`src/rtl/nand_done_waiter_pkg.sv`:
```
package nand_done_waiter_pkg;

  localparam logic [7:0] OP_STATUS       = 8'h70;
  localparam logic [7:0] OP_STATUS_MULTI = 8'h71;
  localparam logic [7:0] STATUS_TIMEOUT  = 8'h01;
  localparam int         READY_BIT       = 6;

  typedef enum logic [3:0] {
    ST_IDLE,
    ST_CMD,
    ST_TWB,
    ST_PIN,
    ST_PREQ,
    ST_PRSP,
    ST_FREQ,
    ST_FRSP,
    ST_DONE
  } wait_state_t;

endpackage

```
`src/rtl/ndw_sync.sv`:
```
module ndw_sync #(
  parameter int STAGES = 2
) (
  input  logic clk,
  input  logic rst_n,
  input  logic d,
  output logic q
);
  logic [STAGES-1:0] sh;

  generate
    if (STAGES == 1) begin : g_single
      always_ff @(posedge clk or negedge rst_n) begin
        if (!rst_n) sh <= '0;
        else        sh <= d;
      end
    end else begin : g_chain
      always_ff @(posedge clk or negedge rst_n) begin
        if (!rst_n) sh <= '0;
        else        sh <= {sh[STAGES-2:0], d};
      end
    end
  endgenerate

  assign q = sh[STAGES-1];
endmodule

```
`src/rtl/ndw_deadline.sv`:
```
module ndw_deadline #(
  parameter int CLKS_PER_MS = 100000,
  parameter int ERASE_MS    = 400,
  parameter int OTHER_MS    = 20
) (
  input  logic clk,
  input  logic rst_n,
  input  logic load,
  input  logic long_op,
  output logic expired
);
  localparam int MAX_MS = (ERASE_MS > OTHER_MS) ? ERASE_MS : OTHER_MS;
  localparam int MS_W   = $clog2(MAX_MS + 1);
  localparam int PRE_W  = (CLKS_PER_MS > 1) ? $clog2(CLKS_PER_MS) : 1;
  localparam logic [PRE_W-1:0] PRE_LAST = PRE_W'(CLKS_PER_MS - 1);

  logic [PRE_W-1:0] pre;
  logic [MS_W-1:0]  ms;
  logic [MS_W-1:0]  lim;
  logic             armed;
  logic             hit;

  assign hit     = (ms >= lim);
  assign expired = armed && hit;

  always_ff @(posedge clk or negedge rst_n) begin
    if (!rst_n) begin
      pre   <= '0;
      ms    <= '0;
      lim   <= '0;
      armed <= 1'b0;
    end else if (load) begin
      pre   <= '0;
      ms    <= '0;
      lim   <= long_op ? MS_W'(ERASE_MS) : MS_W'(OTHER_MS);
      armed <= 1'b1;
    end else if (armed && !hit) begin
      if (pre == PRE_LAST) begin
        pre <= '0;
        ms  <= ms + 1'b1;
      end else begin
        pre <= pre + 1'b1;
      end
    end
  end
endmodule

```
`src/rtl/ndw_sequencer.sv`:
```
module ndw_sequencer
  import nand_done_waiter_pkg::*;
#(
  parameter int TWB_CYCLES = 10
) (
  input  logic       clk,
  input  logic       rst_n,
  input  logic       start_valid,
  output logic       start_ready,
  input  logic       start_erase,
  input  logic       start_multi_fam,
  input  logic       start_pin_mode,
  output logic       bus_valid,
  input  logic       bus_ready,
  output logic       bus_read,
  output logic [7:0] bus_byte,
  input  logic       rsp_valid,
  input  logic [7:0] rsp_data,
  input  logic       pin_ready,
  input  logic       expired,
  output logic       tmr_load,
  output logic       tmr_long,
  output logic       res_valid,
  input  logic       res_ready,
  output logic [7:0] res_status
);
  localparam int TWB_W = $clog2(TWB_CYCLES + 1) + 1;

  wait_state_t      state;
  logic [TWB_W-1:0] twb;
  logic             op_erase;
  logic             op_multi;
  logic             op_pin;
  logic [7:0]       status_q;

  assign start_ready = (state == ST_IDLE);
  assign res_valid   = (state == ST_DONE);
  assign res_status  = status_q;
  assign bus_valid   = (state == ST_CMD) || (state == ST_PREQ) || (state == ST_FREQ);
  assign bus_read    = (state != ST_CMD);
  assign bus_byte    = (state == ST_CMD) ? (op_multi ? OP_STATUS_MULTI : OP_STATUS) : 8'h00;
  assign tmr_load    = (state == ST_CMD) && bus_ready;
  assign tmr_long    = op_erase;

  always_ff @(posedge clk or negedge rst_n) begin
    if (!rst_n) begin
      state    <= ST_IDLE;
      twb      <= '0;
      op_erase <= 1'b0;
      op_multi <= 1'b0;
      op_pin   <= 1'b0;
      status_q <= 8'h00;
    end else begin
      case (state)
        ST_IDLE: if (start_valid) begin
          op_erase <= start_erase;
          op_multi <= start_erase && start_multi_fam;
          op_pin   <= start_pin_mode;
          state    <= ST_CMD;
        end
        ST_CMD: if (bus_ready) begin
          twb   <= TWB_W'(TWB_CYCLES);
          state <= ST_TWB;
        end
        ST_TWB: begin
          if (twb <= TWB_W'(1)) state <= op_pin ? ST_PIN : ST_PREQ;
          else                  twb   <= twb - 1'b1;
        end
        ST_PIN: begin
          if (expired) begin
            status_q <= STATUS_TIMEOUT;
            state    <= ST_DONE;
          end else if (pin_ready) begin
            state <= ST_FREQ;
          end
        end
        ST_PREQ: if (bus_ready) state <= ST_PRSP;
        ST_PRSP: if (rsp_valid) begin
          if (expired) begin
            status_q <= STATUS_TIMEOUT;
            state    <= ST_DONE;
          end else if (rsp_data[READY_BIT]) begin
            state <= ST_FREQ;
          end else begin
            state <= ST_PREQ;
          end
        end
        ST_FREQ: if (bus_ready) state <= ST_FRSP;
        ST_FRSP: if (rsp_valid) begin
          status_q <= rsp_data;
          state    <= ST_DONE;
        end
        ST_DONE: if (res_ready) state <= ST_IDLE;
        default: state <= ST_IDLE;
      endcase
    end
  end
endmodule

```
`src/rtl/nand_done_waiter.sv`:
```
module nand_done_waiter #(
  parameter int CLKS_PER_MS = 100000,
  parameter int ERASE_MS    = 400,
  parameter int OTHER_MS    = 20,
  parameter int TWB_CYCLES  = 10,
  parameter int SYNC_STAGES = 2
) (
  input  logic       clk,
  input  logic       rst_n,
  input  logic       start_valid,
  output logic       start_ready,
  input  logic       start_erase,
  input  logic       start_multi_fam,
  input  logic       start_pin_mode,
  output logic       bus_valid,
  input  logic       bus_ready,
  output logic       bus_read,
  output logic [7:0] bus_byte,
  input  logic       rsp_valid,
  input  logic [7:0] rsp_data,
  input  logic       dev_ready,
  output logic       res_valid,
  input  logic       res_ready,
  output logic [7:0] res_status
);
  logic pin_ready;
  logic expired;
  logic tmr_load;
  logic tmr_long;

  ndw_sync #(.STAGES(SYNC_STAGES)) u_sync (
    .clk(clk), .rst_n(rst_n), .d(dev_ready), .q(pin_ready)
  );

  ndw_deadline #(
    .CLKS_PER_MS(CLKS_PER_MS), .ERASE_MS(ERASE_MS), .OTHER_MS(OTHER_MS)
  ) u_deadline (
    .clk(clk), .rst_n(rst_n), .load(tmr_load), .long_op(tmr_long), .expired(expired)
  );

  ndw_sequencer #(.TWB_CYCLES(TWB_CYCLES)) u_seq (
    .clk(clk), .rst_n(rst_n),
    .start_valid(start_valid), .start_ready(start_ready),
    .start_erase(start_erase), .start_multi_fam(start_multi_fam),
    .start_pin_mode(start_pin_mode),
    .bus_valid(bus_valid), .bus_ready(bus_ready), .bus_read(bus_read), .bus_byte(bus_byte),
    .rsp_valid(rsp_valid), .rsp_data(rsp_data),
    .pin_ready(pin_ready), .expired(expired),
    .tmr_load(tmr_load), .tmr_long(tmr_long),
    .res_valid(res_valid), .res_ready(res_ready), .res_status(res_status)
  );
endmodule

```
`config.mk`:
```
export PLATFORM = sky130hd
export DESIGN_NAME = nand_done_waiter
export DESIGN_NICKNAME = d
export VERILOG_FILES = /design/src/rtl/nand_done_waiter_pkg.sv /design/src/rtl/ndw_sync.sv /design/src/rtl/ndw_deadline.sv /design/src/rtl/ndw_sequencer.sv /design/src/rtl/nand_done_waiter.sv
export SDC_FILE = /design/constraint.sdc
export NUM_CORES = 1
export LEC_CHECK = 0
export ABC_CLOCK_PERIOD_IN_PS = 2700
export CELL_PAD_IN_SITES_DETAIL_PLACEMENT = 0
export CELL_PAD_IN_SITES_GLOBAL_PLACEMENT = 1
export CORE_ASPECT_RATIO = 0.5
export CORE_MARGIN = 2
export CORE_UTILIZATION = 36
export CTS_CLUSTER_SIZE = 10
export DETAILED_ROUTE_END_ITERATION = 8
export PLACE_DENSITY_LB_ADDON = 0.1
export SLEW_MARGIN = 20
export SYNTH_ARGS = -nofsm -noshare
export SYNTH_HDL_FRONTEND = slang
export SYNTH_SLANG_ARGS = --single-unit
```
`constraint.sdc`:
```
create_clock -name clk -period 2.7 [get_ports clk]
set_input_delay 0.54 -clock clk [delete_from_list [all_inputs] [get_ports clk]]
set_output_delay 0.54 -clock clk [all_outputs]
set_load 0.03 [all_outputs]
```
== After elaboration in Yosys (flattened, before gate mapping) ==
Cells that the tools add are included.

* Equal/unequal tests: 20
* Muxes and demuxes: 30
* Order comparisons: 2
* Reduce and logical (&&, ||, !) cells: 17
* Add/subtract/negate cells: 3

{| class="wikitable"
|+ Operator list
! operator !! count
|-
| $mux 17 || 3
|-
| $mux 4 || 11
|-
| $mux 9 || 4
|-
| $pmux 4 s9 || 1
|-
| $mux 8 || 4
|-
| $pmux 8 s3 || 1
|-
| $add 17x1->17 const B || 1
|-
| $eq 17x17->1 const B || 1
|-
| $eq 4x3->1 const B || 4
|-
| $ne 2x2->1 const B || 7
|-
| $mux 5 || 2
|-
| $pmux 5 s2 || 1
|-
| $add 9x1->9 const B || 1
|-
| $ge 9x9->1 || 1
|-
| $reduce_and 9->1 || 1
|-
| $eq 4x2->1 const B || 2
|-
| $reduce_and 3->1 || 2
|-
| $reduce_bool 2->1 || 3
|-
| $le 5x1->1 const B || 1
|-
| $sub 5x1->5 const B || 1
|-
| $eq 4x1->1 const B || 1
|-
| $eq 4x4->1 const B || 1
|-
| $logic_and 1x1->1 || 4
|-
| $logic_not 4->1 || 1
|-
| 10 further kinds || 13
|}

* Output and inout port bits: 20
* Bits of input ports: 18
* Register bits: 58

== Longest topological paths before layout ==
* Depth in word-level cells: 5
* Mapped depth: 9
* Gate-level depth less buffers: 8

== Cells and area by module ==
From an unflattened synthesis, not the netlist that was laid out.

* Cell total of the unflattened synthesis: 317
* Area, all modules: 3025.4 um^2

{| class="wikitable"
|+ Modules (own cells, without submodules)
! module !! area each (um^2) !! cells each !! times used
|-
| ndw_deadline || 1831.8 || 201 || 1
|-
| ndw_sequencer || 1143.6 || 114 || 1
|-
| ndw_sync || 50.0 || 2 || 1
|}

== Least setup slack after synthesis ==
OpenSTA, ideal clock, no wires.

* Path kind: register -> register
* Start point: register u_seq.state[1]
* End point: register u_deadline.ms[7]
* Path slack: 295 ps
* Clock period less this slack: 2405 ps
* Path buffers: 2
* Cell stages (with the launch flop): 10
* Data arrival time: 2325 ps
* Path through: dfrtp_1 -> clkbuf_1 -> or2_1 -> nand2b_1 -> inv_2 -> nand2_2 -> and2_0 -> clkbuf_1 -> nor4_1 -> mux2i_1

* Word-level cells in the longest chain between the ends: 4
* Elaborated cells between the ends (all ways): 6

{| class="wikitable"
|+ RTL lines
! item !! RTL line !! RTL
|-
| start, declared || ndw_sequencer.sv:29 || <nowiki>wait_state_t state;</nowiki>
|-
| start signal, assigned || ndw_sequencer.sv:66 || <nowiki>if (twb <= TWB_W'(1)) state <= op_pin ? ST_PIN : ST_PREQ;</nowiki>
|-
| $eq 4x1->1 * || ndw_sequencer.sv:42 || <nowiki>assign tmr_load = (state == ST_CMD) && bus_ready;</nowiki>
|-
| $logic_and 1x1->1 * || ndw_sequencer.sv:42 ||
|-
| $reduce_bool 2->1 (no line) || n/a ||
|-
| $reduce_and 2->1 (no line) || n/a ||
|-
| end signal, assigned || ndw_deadline.sv:40 || <nowiki>ms <= ms + 1'b1;</nowiki>
|-
| end, declared || ndw_deadline.sv:18 || <nowiki>logic [MS_W-1:0] ms;</nowiki>
|}

Every way passes the cells marked *; elsewhere a longest branch is shown, timed or not.
A chain may end at the register's enable or synchronous reset.

== Worst setup path after layout ==
* Start point: register u_seq.state[1]
* End point: output start_ready

* Word-level cells in the longest chain between the ends: 1

{| class="wikitable"
|+ RTL lines
! item !! RTL line !! RTL
|-
| $logic_not 4->1 || ndw_sequencer.sv:36 || <nowiki>assign start_ready = (state == ST_IDLE);</nowiki>
|-
| end, declared || nand_done_waiter.sv:11 || <nowiki>output logic start_ready,</nowiki>
|}

Every way passes these cells.

==> flow_summary.toml <==
[critical_path]
worstSetupPathType = "reg -> out"
cp-end-kind = "output pin"
cp_slowest_stage_delay_ps = 730
critical-path-slowest-cell = "clkdlybuf4s50_1"
cp_max_fo = 9
worst-path-buf-inv = 1
crit_arrival_ps = 2020
startpoint_type = "register"
critPathTopFamily = "buffers and inverters"
required_ps = 2160
worstPathCellList = "or2_1 -> nor3_1 -> clkdlybuf4s50_1"

[routing]
wl_mm = 6.35
antenna_left = 0
routedWlPerCell_um = 15.1
drcViolationCount = 0
vias = 2207
drt-pass1-iter-count = 4
viasPerCell = 5.24
drt_iter0_markers = 109

[yosys]
ys.flop_type = "dfrtp_1"
ys.warnings.count = 0
syn_area_um2 = 2790
ys_seq_area_share_pct = 45.7
synth_edf_count = 0
syn_area_per_cell_um2 = 9.67
yosys.cell_types.count = 55
ys_async_sr_fraction_pct = 100
synth-seq-cells = 51
netlist_instances = 289

[cts]
cts_tree = "yes"
cts-root-buf = "clkbuf_16"
hold_buffers = 0
cts_made_buffers = 5
clockBufferDepth = 2
clock_latency_ps = 290
cts_resized = 2
h-tree-depth = 2
clk_pin_slew_worst_paths_ps = 70
post_cts_buffers = 0
cts.sinks = 51

[finish]
multi_input_area_um2 = 1380
num_antenna_cells = 0
layout_common_cells = "dfrtp_1, clkdlybuf4s50_1, nor2_1"
fillCellCount = 703
drive_above_1_share_pct = 10.2
syn_to_final_growth_pct = 22.2
final_util_pct = 45.9
final_common_cell = "dfrtp_1"
regArea_um2 = 1280
final_nets = 351
fin_area_um2 = 3410

[floorplan]
rows = 22
core-area_um2 = 7430
die_y_um = 66.3
die_area_um2 = 8520
die_x_um = 129
initial_core_util_pct = 37.6
pin_count = 38

[power_and_ir_drop]
p_per_area_nw_per_um2 = 968
power_leakage_nw = 1.53
power_w = 0.00331
ir_worst_vdd_v = 0.000328

[sta]
hold_viol = 0
min_period_over_period_pct = 94.7
max_slew_margin_pct = 47.7
finalSetupViolations = 0
clock-skew-final_ps = 5.20
worst_pin_slew_ps = 785
rsz0062_at_grt = "no"
setup-tns-final_ps = 0
hold_slack_ps = 141
fmax_mhz = 391
finalCriticalPeriod_ps = 2560
slew_violations = 0

[global_routing]
grt_max_degree = 23
grt_pass1_vias = 2186
grt_pass1_wl_mm = 10.9
gr-total-overflow = 0
antenna_found_initial = 0
grtUsageTotal_pct = 16.3

[min_path]
min_path_type = "in -> async"

[placement]
place_hpwl_mm = 4.67
gp_congestion = 0.802
place_area_um2 = 3230
port_buffers = 33

[run]
maxCapViolations = 0

[status]
status = "completed"
## final cells by class
cell class / instances / area share (%)
clock inverters: 2 / 1.03
well taps: 96 / 3.52
multi-input cells: 207 / 40.5
flip-flops and latches: 51 / 37.4
clock buffers: 6 / 4.07
repair buffers: 42 / 11.7
inverters: 17 / 1.87
## metrics by stage
stage               std cells  setup WS [ps]
finish                    421            143
global route              421           7.92
CTS                       421           54.5
detailed placement        413            155
global placement          413            196
floorplan                 292            295
## synth_stat cells (all sizes together), types with 4 or more instances
master / n / share of area (%)
a22o: 8 / 2.5
a2111oi: 5 / 1.6
dfrtp: 51 / 46
nand2: 24 / 3.3
nand2b: 7 / 1.6
nor4: 5 / 1.7
nand3: 16 / 2.9
a211oi: 8 / 2.1
xnor2: 17 / 5.3
inv: 17 / 2.3
or3: 4 / 0.90
o21ai: 15 / 2.7
nor2: 24 / 3.2
nand4: 6 / 1.9
ha: 9 / 4.0
buf: 10 / 2.2
a21oi: 10 / 1.9
nor3: 6 / 1.1
clkbuf: 7 / 0.94
## power breakdown
part / switching, W / internal (W) / total [W] / leakage, nW
Combinational: 0.000756 / 0.000576 / 0.00133 / 0.787
Sequential: 0.000229 / 0.00100 / 0.00123 / 0.653
Clock: 0.000281 / 0.000461 / 0.000742 / 0.0868
## kinds of logic (layout without fill, tap and decap cells)
group,count (synthesis),in the layout,synth area share [%]
AND/OR/NAND/NOR,109,109,21.0
AO/OA/AOI/OAI,62,62,16.0
flip-flops,51,51,45.7
buffers and inverters,34,67,5.46
XOR/XNOR,17,17,5.33
adder cells (fa/ha/maj),9,9,4.03
multiplexers,6,6,2.28
other,1,4,0.134
## state kept, by name, summed over array words and instances, names as in the netlist, 2 cells and up
name              flops
u_seq.res_status      8
u_deadline.pre       17
u_sync.sh             2
u_seq.twb             5
u_deadline.lim        3
u_deadline.ms         9
u_seq.state           4
## path summary, 6_finish.rpt
path / start / to / slack, ps / cells past startpoint
min in group clk: u_sync.sh[0] / u_sync.sh[1] / 360 / 0
min reg2reg: u_sync.sh[0] / u_sync.sh[1] / 360 / 0
max reg2reg: u_seq.state[1] / u_deadline.ms[2] / 250 / 8
max: u_seq.state[1] / start_ready / 140 / 3
min: rst_n / u_seq.res_status[0] / 140 / 1
max in group asynchronous: rst_n / u_deadline.pre[16] / 1940 / 2
## layer usage
metal  share of wire (%)  wire length [um]  up-vias  track usage, %
met4                0.79                50        0            3.26
met1                  48              3020     1055            21.1
met5                   0                 0        -               0
li1                    -                 -     1094               -
met3                 5.8               368        8            4.37
met2                  46              2910       50            27.8
Note: power is estimated with default switching activity, not from simulation.
